### config.mk
export PLATFORM = sky130hd
export DESIGN_NAME = cond_barrel_shifter
export DESIGN_NICKNAME = d
export VERILOG_FILES = /design/src/rtl/shf_pkg.sv /design/src/rtl/shf_place.sv /design/src/rtl/shf_core.sv /design/src/rtl/cond_barrel_shifter.sv
export SDC_FILE = /design/constraint.sdc
export NUM_CORES = 1
export LEC_CHECK = 0
export ABC_AREA = 0
export ABC_CLOCK_PERIOD_IN_PS = 4400
export CAP_MARGIN = 20
export CORE_UTILIZATION = 50
export DETAILED_ROUTE_END_ITERATION = 8
export PLACE_DENSITY = 0.72
export RECOVER_POWER = 25
export SLEW_MARGIN = 15
export SYNTH_ARGS = -nofsm -noshare
export SYNTH_HDL_FRONTEND = slang
export SYNTH_HIERARCHICAL = 1
export SYNTH_SLANG_ARGS = --single-unit
export TNS_END_PERCENT = 5
### constraint.sdc
create_clock -name clk -period 4.4 [get_ports clk]
set_clock_uncertainty 0.05 [all_clocks]
set_input_delay 1.32 -clock clk [delete_from_list [all_inputs] [get_ports clk]]
set_output_delay 1.32 -clock clk [all_outputs]
set_load 0.005 [all_outputs]
### src/rtl/shf_pkg.sv
package shf_pkg;

    localparam int OPND_W  = 16;
    localparam int CODE_W  = 8;

    typedef enum logic {
        KIND_LOGIC = 1'b0,
        KIND_ARITH = 1'b1
    } shf_kind_e;

    typedef enum logic {
        SLOT_LOW  = 1'b0,
        SLOT_HIGH = 1'b1
    } shf_slot_e;

    typedef struct packed {
        shf_kind_e             kind;
        shf_slot_e             slot;
        logic                  merge;
        logic [CODE_W-1:0]     code;
        logic [OPND_W-1:0]     data;
    } shf_cmd_t;

    // Magnitude of a two's complement shift code (most negative code maps to 2**(CODE_W-1))
    function automatic logic [CODE_W-1:0] code_mag(input logic [CODE_W-1:0] c);
        return c[CODE_W-1] ? (~c + 1'b1) : c;
    endfunction

endpackage

### src/rtl/shf_place.sv
module shf_place #(
    parameter int OPND_W = 16,
    localparam int FLD_W = 2 * OPND_W
) (
    input  logic [OPND_W-1:0] data_i,
    input  logic              slot_hi_i,
    input  logic              arith_i,
    output logic [FLD_W-1:0]  field_o
);

    logic ext_bit;

    always_comb begin
        ext_bit = arith_i & data_i[OPND_W-1];
        if (slot_hi_i)
            field_o = {data_i, {OPND_W{1'b0}}};
        else
            field_o = {{OPND_W{ext_bit}}, data_i};
    end

endmodule

### src/rtl/shf_core.sv
module shf_core #(
    parameter int FLD_W  = 32,
    parameter int CODE_W = 8,
    localparam int STG   = $clog2(FLD_W)
) (
    input  logic [FLD_W-1:0]  field_i,
    input  logic [CODE_W-1:0] code_i,
    input  logic              arith_i,
    output logic [FLD_W-1:0]  shifted_o
);

    logic              go_right;
    logic              too_far;
    logic              fill;
    logic [CODE_W-1:0] mag;

    logic [FLD_W-1:0] up_stage [STG+1];
    logic [FLD_W-1:0] dn_stage [STG+1];

    always_comb begin
        go_right = code_i[CODE_W-1];
        mag      = shf_pkg::code_mag(code_i);
        too_far  = |mag[CODE_W-1:STG];
        fill     = arith_i & field_i[FLD_W-1];
    end

    assign up_stage[0] = field_i;
    assign dn_stage[0] = field_i;

    for (genvar k = 0; k < STG; k++) begin : g_stage
        localparam int AMT = 1 << k;
        always_comb begin
            up_stage[k+1] = mag[k] ? {up_stage[k][FLD_W-1-AMT:0], {AMT{1'b0}}} : up_stage[k];
            dn_stage[k+1] = mag[k] ? {{AMT{fill}}, dn_stage[k][FLD_W-1:AMT]} : dn_stage[k];
        end
    end

    always_comb begin
        if (too_far)
            shifted_o = go_right ? {FLD_W{fill}} : '0;
        else
            shifted_o = go_right ? dn_stage[STG] : up_stage[STG];
    end

endmodule

### src/rtl/cond_barrel_shifter.sv
module cond_barrel_shifter #(
    parameter int OPND_W = shf_pkg::OPND_W,
    parameter int CODE_W = shf_pkg::CODE_W,
    localparam int FLD_W = 2 * OPND_W
) (
    input  logic              clk,
    input  logic              rst,
    input  logic              cond_i,
    input  logic              arith_i,
    input  logic              hi_i,
    input  logic              or_i,
    input  logic [CODE_W-1:0] code_i,
    input  logic [OPND_W-1:0] din_i,
    output logic [FLD_W-1:0]  res_o
);

    import shf_pkg::*;

    shf_cmd_t         cmd;
    logic [FLD_W-1:0] field;
    logic [FLD_W-1:0] shifted;
    logic [FLD_W-1:0] res_q;

    always_comb begin
        cmd.kind  = arith_i ? KIND_ARITH : KIND_LOGIC;
        cmd.slot  = hi_i ? SLOT_HIGH : SLOT_LOW;
        cmd.merge = or_i;
        cmd.code  = code_i;
        cmd.data  = din_i;
    end

    shf_place #(.OPND_W(OPND_W)) u_place (
        .data_i    (cmd.data),
        .slot_hi_i (cmd.slot == SLOT_HIGH),
        .arith_i   (cmd.kind == KIND_ARITH),
        .field_o   (field)
    );

    shf_core #(.FLD_W(FLD_W), .CODE_W(CODE_W)) u_core (
        .field_i   (field),
        .code_i    (cmd.code),
        .arith_i   (cmd.kind == KIND_ARITH),
        .shifted_o (shifted)
    );

    always_ff @(posedge clk) begin
        if (rst)
            res_q <= '0;
        else if (cond_i)
            res_q <= cmd.merge ? (res_q | shifted) : shifted;
    end

    assign res_o = res_q;


    reset_clear_chk: assert property (@(posedge clk) rst |=> res_o == '0);


    cond_hold_chk: assert property (@(posedge clk) disable iff (rst)
        !cond_i |=> $stable(res_o));


    or_keeps_old_chk: assert property (@(posedge clk) disable iff (rst)
        (cond_i && or_i) |=> ((res_o & $past(res_o)) == $past(res_o)));


    hi_low_half_chk: assert property (@(posedge clk) disable iff (rst)
        (cond_i && hi_i && !or_i && code_i == '0) |=> res_o[OPND_W-1:0] == '0);


    arith_sign_chk: assert property (@(posedge clk) disable iff (rst)
        (cond_i && arith_i && !or_i && code_i[CODE_W-1] && din_i[OPND_W-1]) |=> res_o[FLD_W-1]);

endmodule

==> results of run 1 <==
## logic make-up (layout without fill, tap and decap cells)
| logic type | count (synthesis) | in the layout |
|---|---|---|
| AOI/OAI and AO/OA | 204 | 204 |
| xor gates and xnor gates | 6 | 6 |
| adders and majority gates | 1 | 1 |
| buffers and inverters | 75 | 145 |
| DFF | 32 | 32 |
| muxes | 129 | 129 |
| and+or+nand+nor | 289 | 289 |
## cell usage after synthesis (6+ instances only)
cell	instances	area (sq um)
mux4_2	36	810.8
nand3_1	21	105.1
a22oi_1	8	60.06
nand2_2	9	56.30
buf_2	26	130.1
o22ai_2	30	375.4
a31oi_1	7	43.79
o21ai_0	28	140.1
nor2b_1	31	193.9
nor2_1	34	127.6
nand2b_1	42	262.8
buf_4	9	67.56
clkbuf_1	13	48.80
mux2i_1	66	660.6
nand2_1	114	427.9
buf_6	16	180.2
o211ai_1	19	142.6
o22ai_1	13	81.33
o221ai_1	8	70.07
nor3_1	10	50.05
and2_1	6	37.54
mux2_2	26	292.8
dfxtp_1	32	640.6
a21oi_1	52	260.3
## layout make-up
class / count / area (sq um)
clock buffers: 7 / 152.6
fillers: 1043 / 4496
well taps: 143 / 178.9
multi-input cells: 629 / 4908
repair buffers: 133 / 1219
flip-flops and latches: 32 / 640.6
inverters: 5 / 18.77
## power by group
group	switching, mW	leakage (nW)	internal, mW
clock	0.120	0.0760	0.237
combinational	0.548	2.37	0.407
sequential	0.00811	0.260	0.305
total	0.676	2.70	0.949
## worst max-delay path: stages
cell	delay, ns
clkdlybuf4s50_1	0.49
inv_1	0.06
ha_1	0.34
mux2_2	0.35
buf_4	0.24
nor2_1	0.08
nor2b_1	0.20
o21ai_0	0.21
a2111oi_2	0.49
o211ai_1	0.20
nand2_1	0.12
o22ai_2	0.07
## what timing repair did
action,CTS,global route
gates resized for setup,0,2
setup endpoints to repair,0,1
hold buffers,0,0
## stage by stage
stage	power, mW	cells	worst slack (ns)	cell area, sq um
finish	1.625	949	0.3005	7118
global route	1.699	949	0.1061	7118
CTS	1.602	949	0.08311	7109
global placement	1.238	942	-0.1990	6957
floorplan	0.9360	736	0.6075	6051
detailed placement	1.242	942	-0.1873	6957
## layer usage
| metal | vias up | GRT usage (%) |
|---|---|---|
| li1 | 2906 | - |
| met2 | 422 | 55.94 |
| met1 | 3128 | 53.26 |
| met5 | - | 0 |
| met4 | 0 | 17.24 |
| met3 | 77 | 5.607 |
## how the worst max path moves through the flow
stage	end	cells after the start	slack, ns
6_report	res_o[21]	12	0.30
5_1_grt	res_o[21]	12	0.11
4_1_cts	res_o[21]	12	0.08
3_5_place_dp	res_o[21]	12	-0.19
3_3_place_gp	res_o[21]	12	-0.20
2_1_floorplan	res_o[2]	11	0.61
==> impl_metrics.prom, run 1 <==
# TYPE chip_impl_metric gauge
chip_impl_metric{name="detail_route.vias_per_cell",unit=""} 6.884
chip_impl_metric{name="dieWidth",unit="um"} 112.0
chip_impl_info{name="timing.critical_path.from_type",value="input port"} 1
chip_impl_metric{name="clock_sink_count",unit=""} 32
chip_impl_info{name="route.top_layer_used",value="met4"} 1
chip_impl_metric{name="design.portCount",unit=""} 62
chip_impl_metric{name="cts_buffer_depth",unit=""} 2
chip_impl_info{name="cts_tree",value="built"} 1
chip_impl_metric{name="first_global_vias",unit=""} 6226
chip_impl_metric{name="maxSlewViolCount",unit=""} 0
chip_impl_info{name="outcome",value="finished with violations"} 1
chip_impl_metric{name="clkSlewWorstSetupHoldPaths",unit="ns"} 0.05
chip_impl_metric{name="floorplan.core_area",unit="sq um"} 11610
chip_impl_info{name="postSynth.topFlopCell",value="dfxtp_1"} 1
chip_impl_metric{name="required",unit="ns"} 4.49
chip_impl_metric{name="largest_reg_flops",unit=""} 32
chip_impl_metric{name="number_of_h_tree_levels",unit=""} 2
chip_impl_metric{name="cts_setup_buffers",unit=""} 0
chip_impl_metric{name="timing.hold.worst_path_depth",unit=""} 2
chip_impl_metric{name="design.final.nets",unit=""} 837
chip_impl_info{name="layout_commonest_cell",value="nand2_1"} 1
chip_impl_metric{name="setup_violations_final",unit=""} 0
chip_impl_metric{name="power.ir.vdd_worst",unit="mV"} 0.1432
chip_impl_metric{name="grt_antenna_before_repair",unit=""} 0
chip_impl_metric{name="placementRows",unit=""} 39
chip_impl_metric{name="fraction_of_the_mapped_netlist_area_in_compound_gates",unit="%"} 25.39
chip_impl_metric{name="dieHeight",unit="um"} 112.0
chip_impl_metric{name="layout-drive-gt1-share",unit="%"} 25.31
chip_impl_metric{name="detail_route.first_pass.iterations",unit=""} 8
chip_impl_metric{name="post-route-period-util",unit="%"} 93.17
chip_impl_metric{name="yosys-mux-area-fraction",unit="%"} 29.38
chip_impl_metric{name="dieArea",unit="sq um"} 12550
chip_impl_metric{name="detailroute.via_count",unit=""} 6533
chip_impl_metric{name="final_util",unit="%"} 61.29
chip_impl_metric{name="post_synth_edffs",unit=""} 0
chip_impl_info{name="layout.cells.most_common_list",value="114 x nand2_1, 67 x buf_4, 66 x mux2i_1, 52 x a21oi_1, 43 x clkdlybuf4s50_1"} 1
chip_impl_metric{name="tightest_slew",unit="ns"} 0.8075
chip_impl_metric{name="synth_fa_ha_area_share",unit="%"} 0.2068
chip_impl_metric{name="leakage",unit="nW"} 2.704
chip_impl_metric{name="grt_max_degree",unit=""} 80
chip_impl_metric{name="global_route.overflow_total",unit=""} 0
chip_impl_metric{name="drc",unit=""} 3
chip_impl_metric{name="antenna_viol_nets_final",unit=""} 0
chip_impl_metric{name="drt_iter0_drc",unit=""} 855
chip_impl_metric{name="hpwlAfterDp",unit="um"} 18510
chip_impl_metric{name="area_of_the_mapped_netlist",unit="sq um"} 6051
chip_impl_metric{name="initial_core_util",unit="%"} 52.10
chip_impl_metric{name="slew-limit-headroom",unit="%"} 45.68
chip_impl_metric{name="final.min_clock_period",unit="ns"} 4.100
chip_impl_metric{name="area_fraction_in_and_or_nand_and_nor_cells_after_synthesis",unit="%"} 23.97
chip_impl_metric{name="area.growth.synth_to_final",unit="%"} 17.64
chip_impl_info{name="hold_path_class",value="reg -> reg"} 1
chip_impl_info{name="setup.worst_path.end_class",value="register"} 1
chip_impl_metric{name="routabilityCongestion",unit=""} 1.023
chip_impl_info{name="criticalPathCategory",value="in -> reg"} 1
chip_impl_metric{name="fin_setup_tns",unit="ns"} 0
chip_impl_metric{name="port_buffers",unit=""} 61
chip_impl_metric{name="crit_fanout",unit=""} 10
chip_impl_info{name="r2r-end",value="res_o[27]"} 1
chip_impl_metric{name="synth_area_per_cell",unit="sq um"} 8.221
chip_impl_info{name="violated_checks",value="DRC"} 1
chip_impl_info{name="synth_top_family_by_area",value="multiplexers"} 1
chip_impl_metric{name="syn_inst",unit=""} 736
chip_impl_info{name="hold_start",value="res_o[28]"} 1
chip_impl_metric{name="pwr_density_cell",unit="nW/um^2"} 228.3
chip_impl_metric{name="max_freq",unit="MHz"} 243.9
chip_impl_metric{name="sequential_share_of_the_synthesized_area",unit="%"} 10.59
chip_impl_metric{name="grt.total_usage",unit="%"} 37.51
chip_impl_metric{name="worst-r2r-setup-slack",unit="ns"} 3.70
chip_impl_metric{name="post_drt_wl_per_cell",unit="um"} 24.52
chip_impl_metric{name="yosysWarnings",unit=""} 6
chip_impl_metric{name="route.final.wire_length",unit="um"} 23270
chip_impl_metric{name="async_reset_ff_share",unit="%"} 0
chip_impl_metric{name="maxCapViolCount",unit=""} 0
chip_impl_metric{name="data_arrival_time_of_the_critical_path",unit="ns"} 4.19
chip_impl_info{name="min_to",value="res_o[28]"} 1
chip_impl_metric{name="wl_met1",unit="um"} 9693
chip_impl_metric{name="numCtsBuffers",unit=""} 5
chip_impl_metric{name="routed_wire_length_on_met3",unit="um"} 2404
chip_impl_metric{name="rr_worst_depth",unit=""} 2
chip_impl_metric{name="post_synth_cell_types",unit=""} 76
chip_impl_metric{name="synth_seq_cells",unit=""} 32
chip_impl_info{name="startpoint",value="code_i[1]"} 1
chip_impl_info{name="cts_root_buf",value="clkbuf_16"} 1
chip_impl_metric{name="hold_ws",unit="ns"} 0.4334
chip_impl_metric{name="antenna-diode-count",unit=""} 0
chip_impl_info{name="crit-reg2reg-launch",value="res_o[27]"} 1
chip_impl_metric{name="mapped_nets",unit=""} 767
chip_impl_metric{name="insertion_delay",unit="ns"} 0.27
chip_impl_metric{name="routed-wl-met2",unit="um"} 9964
chip_impl_info{name="rsz0062_at_grt",value="false"} 1
chip_impl_metric{name="finalHoldViolations",unit=""} 0
chip_impl_metric{name="grt_first_pass_wirelength",unit="um"} 36080
chip_impl_metric{name="synth_xor_area_share",unit="%"} 1.737
(Power assumes the default switching activity.)
==> run 2: changes to the inputs <==
ABC_CLOCK_PERIOD_IN_PS = 4100   (was 4400)
clock period = 4.1 ns   (was 4.4 ns; I/O delays follow)
==> run 2 against run 1 <==
The flow still finishes with violations (DRC). Clock power grew 20%. Critical path depth did not move. Combinational power rose by 14%. Register-to-register slack worse by 0.36 ns. Cell count increased by 4.7%. Sequential power grew 7.7%. First-iteration DRC count rose by 24%. Sequential cell count unchanged. Design area is 4.9% higher. Power increased by 14%. Highest routed layer unchanged.
==> impl_metrics.prom, run 2 (synthesized netlist as in run 1, its figures left out) <==
# TYPE chip_impl_metric gauge
chip_impl_metric{name="antenna_viol_nets_final",unit=""} 0
chip_impl_metric{name="grt_use_met1",unit="%"} 53.56
chip_impl_metric{name="routabilityCongestion",unit=""} 1.059
chip_impl_metric{name="slew-limit-headroom",unit="%"} 32.79
chip_impl_metric{name="maxSlewViolCount",unit=""} 0
chip_impl_metric{name="grt_antenna_before_repair",unit=""} 0
chip_impl_metric{name="design.portCount",unit=""} 62
chip_impl_metric{name="initial_core_util",unit="%"} 52.10
chip_impl_metric{name="floorplan.core_area",unit="sq um"} 11610
chip_impl_info{name="cpMostUsedCell",value="buf_4"} 1
chip_impl_metric{name="antenna-diode-count",unit=""} 0
chip_impl_info{name="hold_start",value="res_o[31]"} 1
chip_impl_metric{name="pwr_density_cell",unit="nW/um^2"} 248.7
chip_impl_metric{name="detailroute.via_count",unit=""} 6856
chip_impl_metric{name="grt_first_pass_wirelength",unit="um"} 38110
chip_impl_info{name="layout.cells.most_common_list",value="114 x nand2_1, 110 x buf_4, 66 x mux2i_1, 52 x a21oi_1, 44 x clkdlybuf4s50_1"} 1
chip_impl_metric{name="drt_iter0_drc",unit=""} 1060
chip_impl_metric{name="globalRouteMet2Util",unit="%"} 58.22
chip_impl_info{name="criticalPathCategory",value="in -> reg"} 1
chip_impl_info{name="outcome",value="finished with violations"} 1
chip_impl_metric{name="cpPeakStageDelay",unit="ns"} 0.65
chip_impl_info{name="violated_checks",value="DRC"} 1
chip_impl_metric{name="p_comb_share",unit="%"} 58.8
chip_impl_info{name="setup.worst_path.end_class",value="register"} 1
chip_impl_metric{name="clkSlewWorstSetupHoldPaths",unit="ns"} 0.06
chip_impl_info{name="cts_tree",value="built"} 1
chip_impl_metric{name="power.ir.vdd_worst",unit="mV"} 0.1878
chip_impl_metric{name="number_of_h_tree_levels",unit=""} 2
chip_impl_metric{name="internal_power",unit="mW"} 1.093
chip_impl_metric{name="dieWidth",unit="um"} 112.0
chip_impl_metric{name="route.final.wire_length",unit="um"} 25070
chip_impl_metric{name="insertion_delay",unit="ns"} 0.28
chip_impl_metric{name="timing.hold.worst_path_depth",unit=""} 2
chip_impl_metric{name="worst_slack",unit="ns"} 0.08704
chip_impl_metric{name="leakage",unit="nW"} 2.919
chip_impl_info{name="global_route.peak_usage_layer",value="met2"} 1
chip_impl_metric{name="maxCapViolCount",unit=""} 0
chip_impl_metric{name="detail_route.vias_per_cell",unit=""} 6.897
chip_impl_metric{name="port_buffers",unit=""} 61
chip_impl_metric{name="grt_max_degree",unit=""} 65
chip_impl_info{name="layout_commonest_cell",value="nand2_1"} 1
chip_impl_metric{name="p_seq_share",unit="%"} 18.2
chip_impl_metric{name="hpwlAfterDp",unit="um"} 19620
chip_impl_metric{name="area.growth.synth_to_final",unit="%"} 23.43
chip_impl_metric{name="layout-drive-gt1-share",unit="%"} 29.14
chip_impl_metric{name="setup_violations_final",unit=""} 0
chip_impl_info{name="r2r-end",value="res_o[29]"} 1
chip_impl_info{name="critical_path.cell_chain",value="clkdlybuf4s50_1, nand3b_4, buf_4, nand2_2, buf_4, mux2i_1, mux4_2, nor2_1, a2111oi_0, o211ai_1, nand2_1, o22ai_2"} 1
chip_impl_metric{name="post-route-period-util",unit="%"} 97.88
chip_impl_metric{name="hold_ws",unit="ns"} 0.4463
chip_impl_metric{name="finalNonFillerCells",unit=""} 994
chip_impl_metric{name="required",unit="ns"} 4.20
chip_impl_metric{name="global_route.overflow_total",unit=""} 0
chip_impl_metric{name="post_drt_wl_per_cell",unit="um"} 25.22
chip_impl_metric{name="rr_worst_depth",unit=""} 2
chip_impl_metric{name="clock_sink_count",unit=""} 32
chip_impl_metric{name="placementRows",unit=""} 39
chip_impl_metric{name="grt.total_usage",unit="%"} 39.85
chip_impl_metric{name="final.min_clock_period",unit="ns"} 4.013
chip_impl_metric{name="cts_buffer_depth",unit=""} 2
chip_impl_metric{name="max_freq",unit="MHz"} 249.2
chip_impl_info{name="hold_path_class",value="reg -> reg"} 1
chip_impl_metric{name="detail_route.first_pass.iterations",unit=""} 8
chip_impl_metric{name="drc",unit=""} 3
chip_impl_metric{name="numCtsBuffers",unit=""} 5
chip_impl_metric{name="dieHeight",unit="um"} 112.0
chip_impl_metric{name="use_met3",unit="%"} 10.13
chip_impl_metric{name="first_global_vias",unit=""} 6549
chip_impl_info{name="cp_slowest_cell",value="a2111oi_0"} 1
chip_impl_metric{name="data_arrival_time_of_the_critical_path",unit="ns"} 4.11
chip_impl_metric{name="tightest_slew",unit="ns"} 1.005
chip_impl_metric{name="power.share.clock",unit="%"} 23.1
chip_impl_metric{name="finalHoldViolations",unit=""} 0
chip_impl_metric{name="largest_reg_flops",unit=""} 32
chip_impl_info{name="min_to",value="res_o[31]"} 1
chip_impl_metric{name="fraction_of_power_spent_switching_nets",unit="%"} 41.18
chip_impl_metric{name="post-place-ws",unit="ns"} -0.1362
chip_impl_info{name="timing.critical_path.from_type",value="input port"} 1
chip_impl_metric{name="design.final.nets",unit=""} 881
chip_impl_metric{name="worst-r2r-setup-slack",unit="ns"} 3.34
chip_impl_metric{name="power.net_switching",unit="mW"} 0.7649
chip_impl_info{name="crit-reg2reg-launch",value="res_o[29]"} 1
chip_impl_metric{name="placedCellCount",unit=""} 983
chip_impl_info{name="cts_root_buf",value="clkbuf_16"} 1
chip_impl_metric{name="dieArea",unit="sq um"} 12550
chip_impl_metric{name="crit_fanout",unit=""} 14
## run 2: cell count changes in the layout (fill, tap and decap cells not counted), sizes merged
cell / delta
clkinv: +1
clkdlybuf4s50: +1
buf: +44
bufinv: +1
dlygate4sd3: -1
clkbuf: -1
## run 2: timing repair
| item | in CTS | in global routing |
|---|---|---|
| hold buffers | 0 | 0 |
| endpoints found under the setup margin | 0 | 3 |
| setup buffers | 0 | 3 |
| resized for setup | 0 | 1 |
## run 2: metrics by stage
stage	power, mW	TNS (ns)	area [sq um]	util (%)
global route	1.923	-0.00005107	7468	64.31
finish	1.857	0	7468	64.31
detailed placement	1.392	-0.6036	7277	62.66
floorplan	1.004	0	6051	-
global placement	1.385	-0.2711	7277	62.66
CTS	1.823	0	7441	64.07
## run 2: worst max path at each step
stage / start / to / depth (start not counted)
after floorplan: code_i[0] / res_o[2] / 11
after global placement: code_i[1] / res_o[1] / 12
after detailed placement: code_i[1] / res_o[21] / 12
after CTS: code_i[1] / res_o[1] / 12
after global routing: hi_i / res_o[21] / 11
final: hi_i / res_o[21] / 12
## run 2: final cells by class
| class | instances | area [sq um] |
|---|---|---|
| fill | 1048 | 4145 |
| sequential | 32 | 640.6 |
| multi-input combinational | 629 | 4905 |
| inverter | 5 | 18.77 |
| clock inverter | 2 | 35.03 |
| timing repair buffer | 177 | 1562 |
| tap | 143 | 178.9 |
| clock buffer | 6 | 128.9 |
## run 2: layer usage
metal / routed length [um] / vias up
met5: 0 / -
met4: 1524 / 0
met3: 3103 / 113
met2: 10760 / 484
met1: 9679 / 3248
li1: - / 3011
## run 2: power by group through the flow
stage          logic (mW)  clock network (mW)  registers (mW)
2_1_floorplan       0.662                   0           0.342
3_3_place_gp         1.04                   0           0.343
3_5_place_dp         1.05                   0           0.344
4_1_cts              1.05               0.431           0.337
5_1_grt              1.14               0.443           0.338
6_report             1.09               0.429           0.337
## run 2: critical path, delay by kind of cell
family / cells / cell delay (ns)
buffers and inverters: 3 / 0.84
AOI/OAI and AO/OA: 3 / 0.87
and+or+nand+nor: 4 / 0.49
muxes: 2 / 0.68
